`src/rtl/framer_pkg.sv`:
```
package framer_pkg;

  // Shared bit-phase encoding for both shifters.
  typedef enum logic [2:0] {
    PH_IDLE  = 3'd0,
    PH_START = 3'd1,
    PH_DATA  = 3'd2,
    PH_PAR   = 3'd3,
    PH_STOP  = 3'd4
  } fr_phase_e;

endpackage

```
`src/rtl/framer_rst_sync.sv`:
```
module framer_rst_sync #(
  parameter int STAGES = 2
) (
  input  logic clk,
  input  logic rst_n,
  output logic rst_n_sync
);

  logic [STAGES-1:0] chain_q;

  always_ff @(posedge clk or negedge rst_n) begin
    if (!rst_n) chain_q <= '0;
    else        chain_q <= {chain_q[STAGES-2:0], 1'b1};
  end

  assign rst_n_sync = chain_q[STAGES-1];

endmodule

```
`src/rtl/framer_tx.sv`:
```
module framer_tx
  import framer_pkg::*;
#(
  parameter int DATA_W   = 8,
  parameter int MIN_BITS = 5,
  parameter int OVS      = 16,
  localparam int LEN_W   = $clog2(DATA_W - MIN_BITS + 1),
  localparam int CNT_W   = $clog2(OVS),
  localparam int BIT_W   = $clog2(DATA_W)
) (
  input  logic              clk,
  input  logic              rst_n,
  input  logic              tick,
  input  logic              tx_en,
  input  logic              brk,
  input  logic [LEN_W-1:0]  cfg_len,
  input  logic              cfg_par_en,
  input  logic              cfg_par_odd,
  input  logic              cfg_stop2,
  input  logic [DATA_W-1:0] tx_data,
  input  logic              tx_wr,
  output logic              tx_rdy,
  output logic              txd
);

  fr_phase_e          ph_q, ph_n;
  logic [CNT_W-1:0]   cnt_q, cnt_n;
  logic [BIT_W-1:0]   idx_q, idx_n;
  logic [DATA_W-1:0]  sh_q, sh_n;
  logic [DATA_W-1:0]  hold_q, hold_n;
  logic               hv_q, hv_n;
  logic               par_q, par_n;
  logic               stp_q, stp_n;
  logic [LEN_W-1:0]   len_q, len_n;
  logic               pen_q, pen_n;
  logic               s2_q, s2_n;
  logic               txd_q, txd_n;
  logic               bit_end;
  logic               line_lvl;
  logic [BIT_W-1:0]   last_idx;

  assign bit_end  = tick && (cnt_q == CNT_W'(OVS - 1));
  assign last_idx = BIT_W'(MIN_BITS - 1) + BIT_W'(len_q);

  always_comb begin
    ph_n   = ph_q;
    cnt_n  = cnt_q;
    idx_n  = idx_q;
    sh_n   = sh_q;
    hold_n = hold_q;
    hv_n   = hv_q;
    par_n  = par_q;
    stp_n  = stp_q;
    len_n  = len_q;
    pen_n  = pen_q;
    s2_n   = s2_q;

    if (tx_wr && !hv_q) begin
      hold_n = tx_data;
      hv_n   = 1'b1;
    end

    if (ph_q == PH_IDLE) begin
      if (tx_en && hv_q) begin
        sh_n  = hold_q;
        hv_n  = 1'b0;
        ph_n  = PH_START;
        cnt_n = '0;
        idx_n = '0;
        stp_n = 1'b0;
        par_n = cfg_par_odd;
        len_n = cfg_len;
        pen_n = cfg_par_en;
        s2_n  = cfg_stop2;
      end
    end else begin
      if (tick) cnt_n = bit_end ? '0 : cnt_q + CNT_W'(1);
      if (bit_end) begin
        unique case (ph_q)
          PH_START: ph_n = PH_DATA;
          PH_DATA: begin
            par_n = par_q ^ sh_q[0];
            sh_n  = sh_q >> 1;
            if (idx_q == last_idx) ph_n = pen_q ? PH_PAR : PH_STOP;
            else                   idx_n = idx_q + BIT_W'(1);
          end
          PH_PAR:  ph_n = PH_STOP;
          PH_STOP: begin
            if (s2_q && !stp_q) stp_n = 1'b1;
            else                ph_n  = PH_IDLE;
          end
          default: ph_n = PH_IDLE;
        endcase
      end
    end
  end

  always_comb begin
    unique case (ph_q)
      PH_START: line_lvl = 1'b0;
      PH_DATA:  line_lvl = sh_q[0];
      PH_PAR:   line_lvl = par_q;
      default:  line_lvl = 1'b1;
    endcase
    txd_n = brk ? 1'b0 : line_lvl;
  end

  always_ff @(posedge clk or negedge rst_n) begin
    if (!rst_n) begin
      ph_q   <= PH_IDLE;
      cnt_q  <= '0;
      idx_q  <= '0;
      sh_q   <= '0;
      hold_q <= '0;
      hv_q   <= 1'b0;
      par_q  <= 1'b0;
      stp_q  <= 1'b0;
      len_q  <= '0;
      pen_q  <= 1'b0;
      s2_q   <= 1'b0;
      txd_q  <= 1'b1;
    end else begin
      ph_q   <= ph_n;
      cnt_q  <= cnt_n;
      idx_q  <= idx_n;
      sh_q   <= sh_n;
      hold_q <= hold_n;
      hv_q   <= hv_n;
      par_q  <= par_n;
      stp_q  <= stp_n;
      len_q  <= len_n;
      pen_q  <= pen_n;
      s2_q   <= s2_n;
      txd_q  <= txd_n;
    end
  end

  assign tx_rdy = !hv_q;
  assign txd    = txd_q;

  // break drives the line low one clock later.
  p_brk_low_r5: assert property (@(posedge clk) disable iff (!rst_n)
    brk |=> !txd);

  // an idle shifter keeps the line high unless break is asserted.
  p_idle_high_r4: assert property (@(posedge clk) disable iff (!rst_n)
    (ph_q == PH_IDLE && !brk) |=> txd);

  // a held byte cannot drain while transmit is disabled.
  p_hold_kept_r3: assert property (@(posedge clk) disable iff (!rst_n)
    (!tx_rdy && !tx_en) |=> !tx_rdy);

endmodule

```
`src/rtl/framer_rx.sv`:
```
module framer_rx
  import framer_pkg::*;
#(
  parameter int DATA_W      = 8,
  parameter int MIN_BITS    = 5,
  parameter int OVS         = 16,
  parameter int SYNC_STAGES = 2,
  localparam int LEN_W      = $clog2(DATA_W - MIN_BITS + 1),
  localparam int CNT_W      = $clog2(OVS),
  localparam int BIT_W      = $clog2(DATA_W)
) (
  input  logic              clk,
  input  logic              rst_n,
  input  logic              tick,
  input  logic              rx_en,
  input  logic [LEN_W-1:0]  cfg_len,
  input  logic              cfg_par_en,
  input  logic              cfg_par_odd,
  input  logic              rxd,
  input  logic              rx_rd,
  output logic [DATA_W-1:0] rx_data,
  output logic              rx_valid,
  output logic              set_par,
  output logic              set_ovr,
  output logic              set_frm
);

  logic [SYNC_STAGES-1:0] sync_q;
  logic                   rx_s;
  fr_phase_e              ph_q, ph_n;
  logic [CNT_W-1:0]       cnt_q, cnt_n;
  logic [BIT_W-1:0]       idx_q, idx_n;
  logic [DATA_W-1:0]      sh_q, sh_n;
  logic                   par_q, par_n;
  logic                   perr_q, perr_n;
  logic [LEN_W-1:0]       len_q, len_n;
  logic                   pen_q, pen_n;
  logic [DATA_W-1:0]      data_q, data_n;
  logic                   vld_q, vld_n;
  logic                   done;
  logic                   bit_end;
  logic                   half_pt;
  logic [BIT_W-1:0]       last_idx;
  logic [BIT_W-1:0]       align_sh;

  assign rx_s     = sync_q[SYNC_STAGES-1];
  assign bit_end  = tick && (cnt_q == CNT_W'(OVS - 1));
  assign half_pt  = tick && (cnt_q == CNT_W'(OVS / 2 - 1));
  assign last_idx = BIT_W'(MIN_BITS - 1) + BIT_W'(len_q);
  assign align_sh = BIT_W'(DATA_W - MIN_BITS) - BIT_W'(len_q);

  always_comb begin
    ph_n    = ph_q;
    cnt_n   = cnt_q;
    idx_n   = idx_q;
    sh_n    = sh_q;
    par_n   = par_q;
    perr_n  = perr_q;
    len_n   = len_q;
    pen_n   = pen_q;
    data_n  = data_q;
    vld_n   = vld_q;
    done    = 1'b0;
    set_par = 1'b0;
    set_ovr = 1'b0;
    set_frm = 1'b0;

    if (rx_rd) vld_n = 1'b0;

    if (!rx_en) begin
      ph_n = PH_IDLE;
    end else begin
      unique case (ph_q)
        PH_IDLE: begin
          if (tick && !rx_s) begin
            ph_n   = PH_START;
            cnt_n  = '0;
            perr_n = 1'b0;
            par_n  = cfg_par_odd;
            len_n  = cfg_len;
            pen_n  = cfg_par_en;
          end
        end
        PH_START: begin
          if (half_pt) begin
            cnt_n = '0;
            idx_n = '0;
            ph_n  = rx_s ? PH_IDLE : PH_DATA;
          end else if (tick) begin
            cnt_n = cnt_q + CNT_W'(1);
          end
        end
        default: begin
          if (tick) cnt_n = bit_end ? '0 : cnt_q + CNT_W'(1);
          if (bit_end) begin
            if (ph_q == PH_DATA) begin
              sh_n  = {rx_s, sh_q[DATA_W-1:1]};
              par_n = par_q ^ rx_s;
              if (idx_q == last_idx) ph_n = pen_q ? PH_PAR : PH_STOP;
              else                   idx_n = idx_q + BIT_W'(1);
            end else if (ph_q == PH_PAR) begin
              perr_n = rx_s ^ par_q;
              ph_n   = PH_STOP;
            end else begin
              done    = 1'b1;
              ph_n    = PH_IDLE;
              data_n  = sh_q >> align_sh;
              vld_n   = 1'b1;
              set_frm = !rx_s;
              set_par = pen_q && perr_q;
              set_ovr = vld_q && !rx_rd;
            end
          end
        end
      endcase
    end
  end

  always_ff @(posedge clk or negedge rst_n) begin
    if (!rst_n) begin
      sync_q <= '1;
      ph_q   <= PH_IDLE;
      cnt_q  <= '0;
      idx_q  <= '0;
      sh_q   <= '0;
      par_q  <= 1'b0;
      perr_q <= 1'b0;
      len_q  <= '0;
      pen_q  <= 1'b0;
      data_q <= '0;
      vld_q  <= 1'b0;
    end else begin
      sync_q <= {sync_q[SYNC_STAGES-2:0], rxd};
      ph_q   <= ph_n;
      cnt_q  <= cnt_n;
      idx_q  <= idx_n;
      sh_q   <= sh_n;
      par_q  <= par_n;
      perr_q <= perr_n;
      len_q  <= len_n;
      pen_q  <= pen_n;
      data_q <= data_n;
      vld_q  <= vld_n;
    end
  end

  assign rx_data  = data_q;
  assign rx_valid = vld_q;

  // bits above the captured length are zero when a character lands.
  p_zero_fill_r1: assert property (@(posedge clk) disable iff (!rst_n)
    done |=> ((rx_data >> (MIN_BITS + int'(len_q))) == '0));

  // no character completes in the cycle after receive is disabled.
  p_rx_gate_r7: assert property (@(posedge clk) disable iff (!rst_n)
    !rx_en |=> !done);

  // a read without a new arrival empties the receive register.
  p_read_clears_r10: assert property (@(posedge clk) disable iff (!rst_n)
    (rx_rd && !done) |=> !rx_valid);

endmodule

```
`src/rtl/framer_err.sv`:
```
module framer_err (
  input  logic clk,
  input  logic rst_n,
  input  logic set_par,
  input  logic set_ovr,
  input  logic set_frm,
  input  logic clr,
  output logic err_par,
  output logic err_ovr,
  output logic err_frm
);

  logic [2:0] flg_q, flg_n;
  logic [2:0] set_v;

  assign set_v = {set_par, set_ovr, set_frm};

  always_comb begin
    flg_n = clr ? set_v : (flg_q | set_v);
  end

  always_ff @(posedge clk or negedge rst_n) begin
    if (!rst_n) flg_q <= '0;
    else        flg_q <= flg_n;
  end

  assign err_par = flg_q[2];
  assign err_ovr = flg_q[1];
  assign err_frm = flg_q[0];

  // a clear with nothing arriving empties every flag.
  p_clear_all_r11: assert property (@(posedge clk) disable iff (!rst_n)
    (clr && set_v == 3'b000) |=> (!err_par && !err_ovr && !err_frm));

  // a framing flag persists until a clear.
  p_frm_sticky_r9: assert property (@(posedge clk) disable iff (!rst_n)
    (err_frm && !clr) |=> err_frm);

endmodule

```
`src/rtl/async_framer.sv`:
```
module async_framer #(
  parameter int DATA_W      = 8,
  parameter int MIN_BITS    = 5,
  parameter int OVS         = 16,
  parameter int SYNC_STAGES = 2,
  parameter int RST_STAGES  = 2,
  localparam int LEN_W      = $clog2(DATA_W - MIN_BITS + 1)
) (
  input  logic              clk,
  input  logic              rst_n,
  input  logic              baud_tick,
  input  logic [LEN_W-1:0]  cfg_len,
  input  logic              cfg_par_en,
  input  logic              cfg_par_odd,
  input  logic              cfg_stop2,
  input  logic              tx_en,
  input  logic              rx_en,
  input  logic              brk,
  input  logic              err_clr,
  input  logic [DATA_W-1:0] tx_data,
  input  logic              tx_wr,
  output logic              tx_rdy,
  output logic              txd,
  input  logic              rxd,
  output logic [DATA_W-1:0] rx_data,
  output logic              rx_valid,
  input  logic              rx_rd,
  output logic              err_par,
  output logic              err_ovr,
  output logic              err_frm
);

  logic rst_n_i;
  logic set_par, set_ovr, set_frm;

  framer_rst_sync #(.STAGES(RST_STAGES)) u_rst (
    .clk        (clk),
    .rst_n      (rst_n),
    .rst_n_sync (rst_n_i)
  );

  framer_tx #(.DATA_W(DATA_W), .MIN_BITS(MIN_BITS), .OVS(OVS)) u_tx (
    .clk         (clk),
    .rst_n       (rst_n_i),
    .tick        (baud_tick),
    .tx_en       (tx_en),
    .brk         (brk),
    .cfg_len     (cfg_len),
    .cfg_par_en  (cfg_par_en),
    .cfg_par_odd (cfg_par_odd),
    .cfg_stop2   (cfg_stop2),
    .tx_data     (tx_data),
    .tx_wr       (tx_wr),
    .tx_rdy      (tx_rdy),
    .txd         (txd)
  );

  framer_rx #(.DATA_W(DATA_W), .MIN_BITS(MIN_BITS), .OVS(OVS),
              .SYNC_STAGES(SYNC_STAGES)) u_rx (
    .clk         (clk),
    .rst_n       (rst_n_i),
    .tick        (baud_tick),
    .rx_en       (rx_en),
    .cfg_len     (cfg_len),
    .cfg_par_en  (cfg_par_en),
    .cfg_par_odd (cfg_par_odd),
    .rxd         (rxd),
    .rx_rd       (rx_rd),
    .rx_data     (rx_data),
    .rx_valid    (rx_valid),
    .set_par     (set_par),
    .set_ovr     (set_ovr),
    .set_frm     (set_frm)
  );

  framer_err u_err (
    .clk     (clk),
    .rst_n   (rst_n_i),
    .set_par (set_par),
    .set_ovr (set_ovr),
    .set_frm (set_frm),
    .clr     (err_clr),
    .err_par (err_par),
    .err_ovr (err_ovr),
    .err_frm (err_frm)
  );

endmodule

```
`config.mk`:
```
export PLATFORM = sky130hd
export DESIGN_NAME = async_framer
export DESIGN_NICKNAME = d
export VERILOG_FILES = /design/src/rtl/framer_pkg.sv /design/src/rtl/framer_rst_sync.sv /design/src/rtl/framer_tx.sv /design/src/rtl/framer_rx.sv /design/src/rtl/framer_err.sv /design/src/rtl/async_framer.sv
export SDC_FILE = /design/constraint.sdc
export NUM_CORES = 1
export LEC_CHECK = 0
export BUFFER_PORTS_ARGS = -buffer_cell sky130_fd_sc_hd__buf_2
export CORE_UTILIZATION = 35
export DETAILED_ROUTE_END_ITERATION = 6
export GPL_TIMING_DRIVEN = 0
export HOLD_SLACK_MARGIN = 0.12
export PLACE_DENSITY = 0.55
export RECOVER_POWER = 25
export SLEW_MARGIN = 20
export SYNTH_ARGS = -nofsm -noshare
export SYNTH_HDL_FRONTEND = slang
export SYNTH_SLANG_ARGS = --single-unit
export TNS_END_PERCENT = 5
```
`constraint.sdc`:
```
create_clock -name clk -period 7.4 [get_ports clk]
set_clock_uncertainty 0.15 [all_clocks]
set_input_delay 0.37 -clock clk [delete_from_list [all_inputs] [get_ports clk]]
set_output_delay 0.37 -clock clk [all_outputs]
set_load 0.03 [all_outputs]
```
==> results by group <==
Outcome
  – Status: completed

Global routing
  – Number of global-route vias before repair: 2830
  – Largest net degree at the start of global routing: 38
  – Total global-route track usage: 0.157
  – Global-route wire length before repair: about 14 mm
  – GRT Residual Overflow: 0
  – Initial antenna violation count: 0

Logic synthesis
  – Mapped Cells: 368
  – Number of synthesis warnings: 0
  – FFs w/ async S/R, synth: 1.00
  – Synthesis-stage register bit count: 73
  – Synthesized Nets: 395
  – Synth Cell Area: 3630 sq um
  – Predominant post-synthesis flop cell: dfrtp_1
  – EDFF count, synth: 0
  – Sequential share of the synthesized area: 0.504
  – Unique masters post-synth: 57
  – Mean Syn Cell Area: 9.87 sq um

Floorplan
  – Core area: 9910 sq um
  – Top-Level Pins: 37
  – Die Ht: approximately 100 microns
  – Die area: approximately 11000 sq um
  – Initial Util: 0.367
  – Chip width: 104 microns
  – Cell Rows: 36

Layout
  – Diodes inserted: 0
  – Layout net count: 460
  – P&R area growth vs syn: 20.7%
  – Non-filler instance count after layout: 571
  – Fraction of layout cells with a size suffix above 1: 0.217

Critical path
  – Crit path launch type: flop
  – Critical Path RT: 7.48 ns
  – CP Buf/Inv Count: 1
  – Setup CP Type: reg2reg
  – Crit path max-delay family: simple AND/OR/NAND/NOR gates
  – Worst EP arrival: 2.28 ns
  – Worst-path cell chain: buf_6, nor3_4, nand3_4, a21oi_4, mux2_2
  – Critical path peak fanout: 10
  – Crit-path slowest cell: nor3_4
  – Crit. End Element: flop
  – CP peak stage delay: 0.46 ns

Clocking
  – Post-CTS Setup Inserts: 0
  – Htree depth: 3
  – Sink Count: 73
  – Root buf cell: clkbuf_8
  – CTS tree: done
  – Inserted Clock Buffers: 9
  – Clock buffer depth: 2
  – Latest clock arrival within the worst-skew pair: 0.34 ns
  – Clock-pin slew on the worst setup and hold paths: 0.08 ns

Worst hold path
  – Hold Crit Class: in2reg

STA
  – Minimum clock period: 2.20 ns
  – Final hold violations: 0
  – Achievable Freq: between 400 and 500 MHz
  – Worst Max-Slew Pin Slew: 1.48 ns
  – Worst Slack Setup Final: 5.20 ns
  – Rel. slew slack: 0.0122
  – Final setup violation count: 0
  – Setup TNS Final: 0 ns
  – Part of the cycle the worst path needs: 0.297
  – Max Slew Vio Count: 0
  – Unrepaired setup endpoints after global routing: no

Route
  – DRT Wirelength: 7.68 mm
  – Initial DRC Count: 91
  – Vias/cell: 5.05
  – DRC: 0
  – Routed Antenna Nets: 0
  – WL/cell: 13.4 microns
  – DRT Pass-1 Iters: 6
  – Via count: 2881

Placed design
  – Hpwl dp: 5.40 mm
  – Place WS: 5.19 ns
  – Cells after DPL: 538
  – RePlAce Congestion: around 0.82
  – I/O Buffers: 36

Power and ir drop
  – Pleak: 2.05 nW
  – Max IR drop VDD: 0.117 mV
  – Pwr dens: roughly 220 nW/um^2

Job
  – Max Cap Violations: 0
tightest hold or removal path: stages:
cell	delay, ns
buf_2	0.07
nand2b_1	0.12
nand2_1	0.06
sequential cells by signal, indices dropped and copies added (netlist names), 3 cells and up:
register and count:
u_rx.sh_q 8, u_err.flg_q 3, u_rx.idx_q 3, u_tx.sh_q 8, u_rx.ph_q 3, u_tx.cnt_q 4
u_tx.idx_q 3, u_tx.hold_q 8, u_rx.rx_data 8, u_tx.ph_q 3, u_rx.cnt_q 4
cells in the mapped netlist, types with 6 or more instances:
library cell / n / area, sq um
mux2_2: 20 / 225
inv_1: 13 / 48.8
buf_2: 6 / 30.0
xnor2_1: 6 / 52.6
a21oi_1: 12 / 60.1
nand2_1: 81 / 304
clkbuf_1: 8 / 30.0
dfrtp_1: 70 / 1750
mux2i_1: 10 / 100
o21ai_0: 28 / 140
nor2_1: 18 / 67.6
nand3_1: 12 / 60.1
logic make-up after synthesis:
group | Yosys count | share of synthesized area
AOI/OAI and AO/OA | 77 | 0.140
xor gates and xnor gates | 6 | 0.0145
adders and majority gates | 4 | 0.0138
buffers and inverters | 33 | 0.0441
DFF | 73 | 0.504
muxes | 30 | 0.0895
other | 1 | 0.00103
and+or+nand+nor | 144 | 0.194
metrics by stage:
stage               cell area (sq um)   util  total power, mW  hold slack, ns
finish                           4390  0.443            0.960           0.163
global route                     4390  0.443             1.02           0.167
CTS                              4390  0.443            0.971           0.143
detailed placement               4000  0.404            0.625         0.00695
global placement                 3980  0.402            0.617         0.00550
floorplan                        3630      -            0.583         -0.0756
final timing paths:
path	endpoint	cells past startpoint	slack, ns	startpoint
worst min-delay path	u_rx.rx_valid$_DFF_PN0_	3	0.16	rx_rd
worst max-delay path	u_tx.sh_q[6]$_DFFE_PN0P_	5	5.20	u_tx.ph_q[0]$_DFFE_PN0P_
min in group asynchronous	u_rst.chain_q[1]$_DFF_PN0_	2	0.19	rst_n
max in group asynchronous	u_tx.txd$_DFF_PN1_	1	5.70	u_rst.chain_q[1]$_DFF_PN0_
worst max register to register	u_tx.sh_q[6]$_DFFE_PN0P_	5	5.20	u_tx.ph_q[0]$_DFFE_PN0P_
worst min register to register	u_rx.sync_q[1]$_DFF_PN1_	0	0.21	u_rx.sync_q[0]$_DFF_PN1_
report_power, final:
group | internal, mW | switching, mW | total, mW | leakage, nW
Combinational | 0.0702 | 0.0754 | 0.146 | 0.994
Clock | 0.192 | 0.145 | 0.338 | 0.113
Sequential | 0.441 | 0.0352 | 0.477 | 0.945
Total | 0.704 | 0.256 | 0.960 | 2.05
layout by cell type (no fill, tap or decap), types with 3 or more instances in the layout:
cell,Yosys,layout
a21oi_1,12,12
nand4_1,3,3
dlygate4sd3_1,0,17
nand3_1,12,12
a31oi_1,5,5
clkbuf_8,0,13
mux2i_1,10,10
buf_6,3,3
mux2_2,20,20
clkbuf_1,8,10
nor2_1,18,18
xnor2_1,6,6
buf_2,6,41
a22o_1,4,4
o21ai_0,28,28
ha_1,4,4
nand2_1,81,81
dfrtp_1,70,70
or3_1,3,3
inv_1,13,13
o22ai_1,5,5
and4_1,5,5
dfstp_2,3,3
per-layer routing:
metal | global-route usage | up-vias | part of all wire
met3 | 0.0251 | 14 | 0.027
met2 | 0.245 | 44 | 0.45
met4 | 0.0745 | 0 | 0.022
li1 | - | 1425 | -
met1 | 0.212 | 1398 | 0.50
met5 | 0 | - | 0
timing repair:
action | in CTS | in global routing
hold buffers | 17 | 0
endpoints found under the hold margin | 22 | 0
gates resized for setup | 0 | 0
area by class of cell:
cell class	count	area [sq um]
flip-flops and latches	73	1830
fillers	1010	5520
clock inverters	2	35.0
plain buffers	20	111
clock buffers	14	183
inverters	13	48.8
repair buffers	54	369
multi-input cells	262	1640
well taps	133	166
Note: power is estimated with default switching activity, not from simulation.
